`config.mk`:
```
export PLATFORM = sky130hd
export DESIGN_NAME = status_branch_unit
export DESIGN_NICKNAME = d
export VERILOG_FILES = /design/src/rtl/sbu_pkg.sv /design/src/rtl/sbu_flag_calc.sv /design/src/rtl/sbu_status_reg.sv /design/src/rtl/sbu_branch_eval.sv /design/src/rtl/status_branch_unit.sv
export SDC_FILE = /design/constraint.sdc
export NUM_CORES = 1
export LEC_CHECK = 0
export BUFFER_PORTS_ARGS = -buffer_cell sky130_fd_sc_hd__buf_2
export CORE_MARGIN = 2
export CORE_UTILIZATION = 48
export DETAILED_ROUTE_END_ITERATION = 8
export GPL_TIMING_DRIVEN = 0
export PLACE_DENSITY = 0.84
export SYNTH_ARGS = -nofsm -noshare
export SYNTH_HDL_FRONTEND = slang
export SYNTH_SLANG_ARGS = --single-unit
```
`constraint.sdc`:
```
create_clock -name clk -period 9.9 [get_ports clk]
set_input_delay 0.495 -clock clk [delete_from_list [all_inputs] [get_ports clk]]
set_output_delay 0.495 -clock clk [all_outputs]
set_load 0.01 [all_outputs]
```
`src/rtl/sbu_pkg.sv`:
```
package sbu_pkg;
  localparam int STATUS_W = 8;
  localparam int BIT_C    = 0;
  localparam int BIT_O    = 1;
  localparam int BIT_N    = 2;
  localparam int BIT_Z    = 3;
  localparam int BIT_IE   = 4;
  localparam int BIT_LT   = 5;
  localparam int USED_W   = 6;
  localparam int KIND_W   = 3;

  typedef enum logic [KIND_W-1:0] {
    K_EQ = 3'd0,
    K_NE = 3'd1,
    K_LT = 3'd2,
    K_GT = 3'd3
  } br_kind_e;

  typedef struct packed {
    logic z;
    logic n;
    logic o;
    logic c;
  } cc_t;
endpackage

```
`src/rtl/sbu_flag_calc.sv`:
```
module sbu_flag_calc
  import sbu_pkg::*;
#(
  parameter int DATA_W = 16
) (
  input  logic [DATA_W-1:0] alu_res,
  input  logic              alu_carry,
  input  logic              alu_ovf,
  input  logic [DATA_W-1:0] cmp_a,
  input  logic [DATA_W-1:0] cmp_b,
  output cc_t               alu_cc,
  output cc_t               cmp_cc,
  output logic              cmp_lt
);
  localparam int MSB = DATA_W - 1;

  logic [DATA_W:0]   diff_ext;
  logic [DATA_W-1:0] diff;
  logic              borrow;
  logic              sovf;

  always_comb begin
    alu_cc.c = alu_carry;
    alu_cc.o = alu_ovf;
    alu_cc.n = alu_res[MSB];
    alu_cc.z = (alu_res == '0);
  end

  always_comb begin
    diff_ext = {1'b0, cmp_a} - {1'b0, cmp_b};
    diff     = diff_ext[MSB:0];
    borrow   = diff_ext[DATA_W];
    sovf     = (cmp_a[MSB] ^ cmp_b[MSB]) & (diff[MSB] ^ cmp_a[MSB]);
    cmp_cc.c = borrow;
    cmp_cc.o = sovf;
    cmp_cc.n = diff[MSB];
    cmp_cc.z = (diff == '0);
    cmp_lt   = diff[MSB] ^ sovf;
  end
endmodule

```
`src/rtl/sbu_status_reg.sv`:
```
module sbu_status_reg
  import sbu_pkg::*;
(
  input  logic clk,
  input  logic rst,
  input  logic flag_wr,
  input  logic cmp_wr,
  input  cc_t  alu_cc,
  input  cc_t  cmp_cc,
  input  logic cmp_lt,
  input  logic irq_enter,
  input  logic irq_return,
  output cc_t  cc_q,
  output logic lt_q,
  output logic ie_q
);
  always_ff @(posedge clk) begin
    if (rst) begin
      cc_q <= '0;
      lt_q <= 1'b0;
      ie_q <= 1'b0;
    end else begin
      if (cmp_wr) begin
        cc_q <= cmp_cc;
        lt_q <= cmp_lt;
      end else if (flag_wr) begin
        cc_q <= alu_cc;
      end
      if (irq_enter)       ie_q <= 1'b0;
      else if (irq_return) ie_q <= 1'b1;
    end
  end

  p_ie_off_r8: assert property (@(posedge clk) disable iff (rst)
    irq_enter |=> !ie_q);
  p_ie_on_r8: assert property (@(posedge clk) disable iff (rst)
    (irq_return && !irq_enter) |=> ie_q);
  p_ie_keep_r8: assert property (@(posedge clk) disable iff (rst)
    (!irq_enter && !irq_return) |=> $stable(ie_q));
  p_hold_r9: assert property (@(posedge clk) disable iff (rst)
    (!flag_wr && !cmp_wr) |=> ($stable(cc_q) && $stable(lt_q)));
  p_lt_keep_r3: assert property (@(posedge clk) disable iff (rst)
    (flag_wr && !cmp_wr) |=> $stable(lt_q));
  p_cmp_wins_r5: assert property (@(posedge clk) disable iff (rst)
    cmp_wr |=> (cc_q == $past(cmp_cc)));
endmodule

```
`src/rtl/sbu_branch_eval.sv`:
```
module sbu_branch_eval
  import sbu_pkg::*;
(
  input  logic              clk,
  input  logic              rst,
  input  logic              br_eval,
  input  logic [KIND_W-1:0] br_kind,
  input  logic              flag_z,
  input  logic              flag_lt,
  output logic              taken_q
);
  logic cond;

  always_comb begin
    case (br_kind)
      K_EQ:    cond = flag_z;
      K_NE:    cond = !flag_z;
      K_LT:    cond = flag_lt;
      K_GT:    cond = !flag_lt && !flag_z;
      default: cond = 1'b0;
    endcase
  end

  always_ff @(posedge clk) begin
    if (rst) taken_q <= 1'b0;
    else     taken_q <= br_eval && cond;
  end

  p_idle_r7: assert property (@(posedge clk) disable iff (rst)
    !br_eval |=> !taken_q);
  p_bad_code_r6: assert property (@(posedge clk) disable iff (rst)
    (br_eval && br_kind > 3'd3) |=> !taken_q);
  p_eq_r6: assert property (@(posedge clk) disable iff (rst)
    (br_eval && br_kind == 3'd0) |=> (taken_q == $past(flag_z)));
  p_gt_r6: assert property (@(posedge clk) disable iff (rst)
    (br_eval && br_kind == 3'd3) |=> (taken_q == (!$past(flag_lt) && !$past(flag_z))));
endmodule

```
`src/rtl/status_branch_unit.sv`:
```
module status_branch_unit
  import sbu_pkg::*;
#(
  parameter int DATA_W = 16
) (
  input  logic              clk,
  input  logic              rst,
  input  logic [DATA_W-1:0] alu_res,
  input  logic              alu_carry,
  input  logic              alu_ovf,
  input  logic              flag_wr,
  input  logic [DATA_W-1:0] cmp_a,
  input  logic [DATA_W-1:0] cmp_b,
  input  logic              cmp_wr,
  input  logic [KIND_W-1:0] br_kind,
  input  logic              br_eval,
  input  logic              irq_enter,
  input  logic              irq_return,
  output logic [STATUS_W-1:0] status,
  output logic              flag_c,
  output logic              flag_o,
  output logic              flag_n,
  output logic              flag_z,
  output logic              flag_ie,
  output logic              flag_lt,
  output logic              br_taken
);
  localparam int PAD_W = STATUS_W - USED_W;

  cc_t  alu_cc, cmp_cc, cc_q;
  logic cmp_lt, lt_q, ie_q;

  sbu_flag_calc #(.DATA_W(DATA_W)) u_calc (
    .alu_res   (alu_res),
    .alu_carry (alu_carry),
    .alu_ovf   (alu_ovf),
    .cmp_a     (cmp_a),
    .cmp_b     (cmp_b),
    .alu_cc    (alu_cc),
    .cmp_cc    (cmp_cc),
    .cmp_lt    (cmp_lt)
  );

  sbu_status_reg u_sreg (
    .clk        (clk),
    .rst        (rst),
    .flag_wr    (flag_wr),
    .cmp_wr     (cmp_wr),
    .alu_cc     (alu_cc),
    .cmp_cc     (cmp_cc),
    .cmp_lt     (cmp_lt),
    .irq_enter  (irq_enter),
    .irq_return (irq_return),
    .cc_q       (cc_q),
    .lt_q       (lt_q),
    .ie_q       (ie_q)
  );

  sbu_branch_eval u_br (
    .clk     (clk),
    .rst     (rst),
    .br_eval (br_eval),
    .br_kind (br_kind),
    .flag_z  (cc_q.z),
    .flag_lt (lt_q),
    .taken_q (br_taken)
  );

  assign status[BIT_C]  = cc_q.c;
  assign status[BIT_O]  = cc_q.o;
  assign status[BIT_N]  = cc_q.n;
  assign status[BIT_Z]  = cc_q.z;
  assign status[BIT_IE] = ie_q;
  assign status[BIT_LT] = lt_q;

  for (genvar g = 0; g < PAD_W; g++) begin : g_pad
    assign status[USED_W+g] = 1'b0;
  end

  assign flag_c  = cc_q.c;
  assign flag_o  = cc_q.o;
  assign flag_n  = cc_q.n;
  assign flag_z  = cc_q.z;
  assign flag_ie = ie_q;
  assign flag_lt = lt_q;

  p_lt_signed_r4: assert property (@(posedge clk) disable iff (rst)
    cmp_wr |=> (flag_lt == ($signed($past(cmp_a)) < $signed($past(cmp_b)))));
  p_zero_eq_r4: assert property (@(posedge clk) disable iff (rst)
    cmp_wr |=> (flag_z == ($past(cmp_a) == $past(cmp_b))));
endmodule

```
# [After elaboration in Yosys (flattened, before gate mapping)]
# Cells that the tools add are included.
[totals] in_bits=60 ff_bits=7 out_inout_bits=15
[op_classes] n_addsub=1 muxes=3 reduce_logical=9 bitwise=4 n_eq_ne=3
[op_table] op="$logic_not 16->1" n=2
[op_table] op="$sub 16x16->17" n=1
[op_table] op="$mux 4" n=2
[op_table] op="$eq 3x2->1 const B" n=2
[op_table] op="$pmux 1 s4" n=1
[op_table] op="$eq 3x1->1 const B" n=1
[op_table] op="$logic_not 3->1" n=1
[op_table] op="$xor 1x1->1" n=3
[op_table] op="$logic_and 1x1->1" n=2
[op_table] op="$logic_not 1->1" n=2
[op_table] op="$reduce_bool 2->1" n=1
[op_table] op="$reduce_or 2->1" n=1
[op_table] op="$and 1x1->1" n=1

# [Longest topological paths before layout]
[logic_depth] ltp_word=4 ltp_mapped=15 ltp_nobuf=15

# [Hierarchy]
# Synthesis repeated with hierarchy kept, for this count alone.
[hier_totals] hier_cells=191 hier_area_um2=1433.9
[by_module_without_submodules] mod="sbu_flag_calc" area_per_inst_um2=1058.5 cells_per_inst=151 seq_area_each_um2=0.0 n_inst=1
[by_module_without_submodules] mod="sbu_status_reg" area_per_inst_um2=252.7 cells_per_inst=24 seq_area_each_um2=120.1 n_inst=1
[by_module_without_submodules] mod="status_branch_unit" area_per_inst_um2=63.8 cells_per_inst=9 seq_area_each_um2=0.0 n_inst=1
[by_module_without_submodules] mod="sbu_branch_eval" area_per_inst_um2=58.8 cells_per_inst=7 seq_area_each_um2=20.0 n_inst=1

# [Worst setup path before layout]
# No wires, ideal clock.
[synth_timing] kind="input-to-reg" from="input cmp_b[4]" to="register, netlist name u_sreg.cc_q[3]" path_stages=15 n_path_buf=0 setup_time_ns=0.084 arrival_ns=3.482 setup_slack_ns=6.334 cell_sequence="inv_1 -> ha_1 -> or2_2 -> a21o_1 -> o211a_2 -> o21ai_1 -> nand2_1 -> a311o_1 -> a31oi_1 -> fa_1 -> o2111ai_1 -> or4_4 -> nor4_2 -> o2111ai_1 -> o31ai_2"
[synth_between] elab_chain_cells=3
[synth_lines] item="from (decl)" line_no="status_branch_unit.sv:13" text="input logic [DATA_W-1:0] cmp_b,"
[synth_lines] item="$sub 16x16->17" line_no="sbu_flag_calc.sv:30" text="diff_ext = {1'b0, cmp_a} - {1'b0, cmp_b};"
[synth_lines] item="$logic_not 16->1" line_no="sbu_flag_calc.sv:37" text="cmp_cc.z = (diff == '0);"
[synth_lines] item="$mux 4" line_no="sbu_status_reg.sv:23" text="if (cmp_wr) begin"
# No other way between the ends.
# A chain may end at the register's enable or synchronous reset.

# [Worst setup path after layout]
[layout_timing] from="input cmp_a[4]" to="register, netlist name u_sreg.cc_q[3]"
[layout_between] elab_chain_cells=3
[layout_lines] item="from (decl)" line_no="status_branch_unit.sv:12" text="input logic [DATA_W-1:0] cmp_a,"
[layout_lines] item="$sub 16x16->17" line_no="sbu_flag_calc.sv:30"
[layout_lines] item="$logic_not 16->1" line_no="sbu_flag_calc.sv:37"
[layout_lines] item="$mux 4" line_no="sbu_status_reg.sv:23"
# No other way between the ends.

==> metrics.md <==
| Metric | Value |
|---|---|
| Status | finished clean |
| Initial antenna violation count | 0 |
| Ports | 75 |
| Max rail drop VDD | ~64 µV |
| Post-synth EDFFs | 0 |
| CP max-delay cell | or4_4 |
| Die W | roughly 56 µm |
| Most frequent cell after synthesis | inv_1 |
| Global-route wire length before repair | approximately 5000 µm |
| Synth top area cells | ha_1 15%, dfxtp_1 11%, inv_1 7.1% |
| Placed cells | about 280 |
| Routed Antenna Nets | 0 |
| Leakage power | around 0.95 nW |
| Gr ovfl total | 0 |
| Grt met1 use | roughly a fifth |
| Async SR Flop Fraction | 0% |
| Register area share after synthesis | 10.6% |
| TritonCTS buffer count | 3 |
| Clock transition at path regs | 0.05 ns |
| Required time worst endpoint | slightly above 10 ns |
| Clock sink count | 7 |
| Layout cell share with drive strength beyond 1 | approximately 36% |
| CTS resizes | 0 |
| Hold buffer count at CTS | 0 |
| Max Cap Violations | 0 |
| Post-synth top area cell | ha_1 |
| Busiest layer in global routing | met2 |
| Final Wtd Congestion | approximately 0.85 |
| PortBufs | 71 |
| Crit-path cells | buf_2, ha_1, or2_2, a21o_1, o211a_2, o21ai_1, nand2_1, a311o_1, a31oi_1, fa_1, o2111ai_1, or4_4, nor4_2, o2111ai_1, o31ai_2 |
| Yosys cell types | 50 |
| M3 GR Usage | around 1.8% |
| Dpl hpwl | between 2000 and 3000 µm |
| Most common flop cell mapped by yosys | dfxtp_1 |
| Via-to-Cell Ratio | between 5 and 6 |
| Setup-failing EPs final | 0 |
| Final Cell Area | between 0.0015 and 0.002 mm² |
| Max stage delay on crit path | approximately 0.5 ns |
| Hold Vio Cnt, Final | 0 |
| Placed Area | around 0.0017 mm² |
| CTS tree | yes |
| Antenna diodes | 0 |
| RSZ-0062 raised after global routing | false |
| Core area | approximately 0.0027 mm² |
| # H-tree levels | 1 |
| Layout net count | 334 |
| Pwr Density | 78.9 mW/mm² |
| Worst Setup Start Kind | input pin |
| Yosys reg bits | 7 |
| Clk_skew | between 0.004 and 0.005 ns |
| Clk Latency, worst-skew pair | between 0.2 and 0.25 ns |
| Vias in the first global route | roughly 1300 |
| Die area | approximately 0.0032 mm² |
| DRC | 0 |
| Met2 Use GR | 37.7% |
| Clk buf depth | 2 |
| Largest net degree at the start of global routing | 9 |
| WP data arrival | just under 4 ns |
| Clock root buffer | clkbuf_4 |
| TNS Setup | 0 ns |
| Mapped Cells | between 150 and 200 |
| Layout area overhead | 32.1% |
| Crit path kind | input pin to register |
| Worst-path fanout max | 7 |
| Post-CTS Setup Bufs | 0 |
| Tmin final | 3.71 ns |
| FMAX | between 200 and 300 MHz |
| Mean Syn Cell Area | 7.39 µm² |
| Rows | 19 |
| Most Frequent Cell on Critical Path | o2111ai_1 |
| Min-delay worst type | input pin to register |
| Synth cell count leaders | 25 x inv_1, 19 x nor2_1, 16 x ha_1, 12 x a21oi_1 |
| Pins over their slew limit | 0 |
| Post-Layout Cell Count | 286 |
| Final wirelength | approximately 3200 µm |
| Initial Util | between 40% and 50% |
| Drt pass-1 iters | 4 |
| Overall die height | 56.5 µm |
| Via count | between 1500 and 2000 |
| Synth top area share | between 10% and 20% |
| YS warnings | 0 |
| Syn Std Cell Area | about 0.0013 mm² |
| Critical Path End Type | register |
| Period utilization | 37.5% |
| Total track usage | 18.6% |
| Routed length per instance | approximately 11 µm |
| Initial DRC count | 51 |
==> kinds of logic (layout without fill, tap and decap cells) <==
kind of cell | after synthesis | after routing | synth area share [%]
DFF | 7 | 7 | 10.6
xor gates and xnor gates | 2 | 2 | 1.32
adders and majority gates | 18 | 18 | 18.2
and+or+nand+nor | 60 | 60 | 24.1
AOI/OAI and AO/OA | 48 | 48 | 27.2
muxes | 8 | 8 | 6.06
buffers and inverters | 35 | 110 | 12.3
other | 1 | 2 | 0.284
==> layout by cell type (no fill, tap or decap), types with 4 or more instances in the layout <==
cell type / count
buf_2: 72
inv_1: 25
nor2_1: 19
ha_1: 16
a21oi_1: 12
nand2_1: 8
mux2i_1: 8
buf_4: 8
o21ai_0: 7
dfxtp_1: 7
nor2b_1: 5
nor4_1: 5
a211oi_1: 4
nand3_1: 4
==> stage by stage <==
| stage | hold slack [ns] | utilization (%) | total power [mW] | setup WS [ns] |
|---|---|---|---|---|
| floorplan | 0.520 | - | 0.0870 | 6.33 |
| global placement | 0.496 | 64.0 | 0.111 | 5.96 |
| detailed placement | 0.499 | 64.0 | 0.113 | 5.95 |
| CTS | 0.398 | 65.0 | 0.139 | 6.19 |
| global route | 0.400 | 65.0 | 0.149 | 5.96 |
| finish | 0.408 | 65.0 | 0.138 | 6.19 |
==> final timing paths <==
kind                   from             end  slack [ns]  cells after the start
min reg2reg     u_sreg.ie_q     u_sreg.ie_q        0.50                      2
min               irq_enter     u_sreg.ie_q        0.41                      2
max reg2reg  u_sreg.cc_q[3]  u_sreg.cc_q[3]        8.96                      3
max                cmp_a[4]  u_sreg.cc_q[3]        6.19                     15
==> layer usage <==
metal  routed length [µm]  share of wire, %
met1                 1270                40
met4                    0                 0
met2                 1690                53
met5                    0                 0
met3                  229               7.2
==> final cells by class <==
type	count	area [µm²]
inverters	25	93.8
fillers	271	940
plain buffers	10	68.8
repair buffers	71	355
well taps	31	38.8
multi-input cells	138	1020
clock buffers	4	26.3
flip-flops and latches	7	140
==> report_power, final <==
| group | total, mW | switching [mW] | internal [mW] |
|---|---|---|---|
| Sequential | 0.0315 | 0.00138 | 0.0301 |
| Combinational | 0.0813 | 0.0421 | 0.0392 |
| Clock | 0.0251 | 0.00973 | 0.0153 |
==> worst max-delay path, delay by kind of cell <==
kind                     cells  cell delay [ns]
buffers and inverters        1             0.10
AND/OR/NAND/NOR              4             1.06
AO/OA/AOI/OAI                8             1.55
adder cells (fa/ha/maj)      2             0.66
==> flip-flops by register name (all words and copies together) (netlist names) <==
signal	flops
u_sreg.cc_q	4
u_sreg.lt_q	1
u_br.taken_q	1
u_sreg.ie_q	1
No activity file was read; power rests on OpenSTA's default activity.
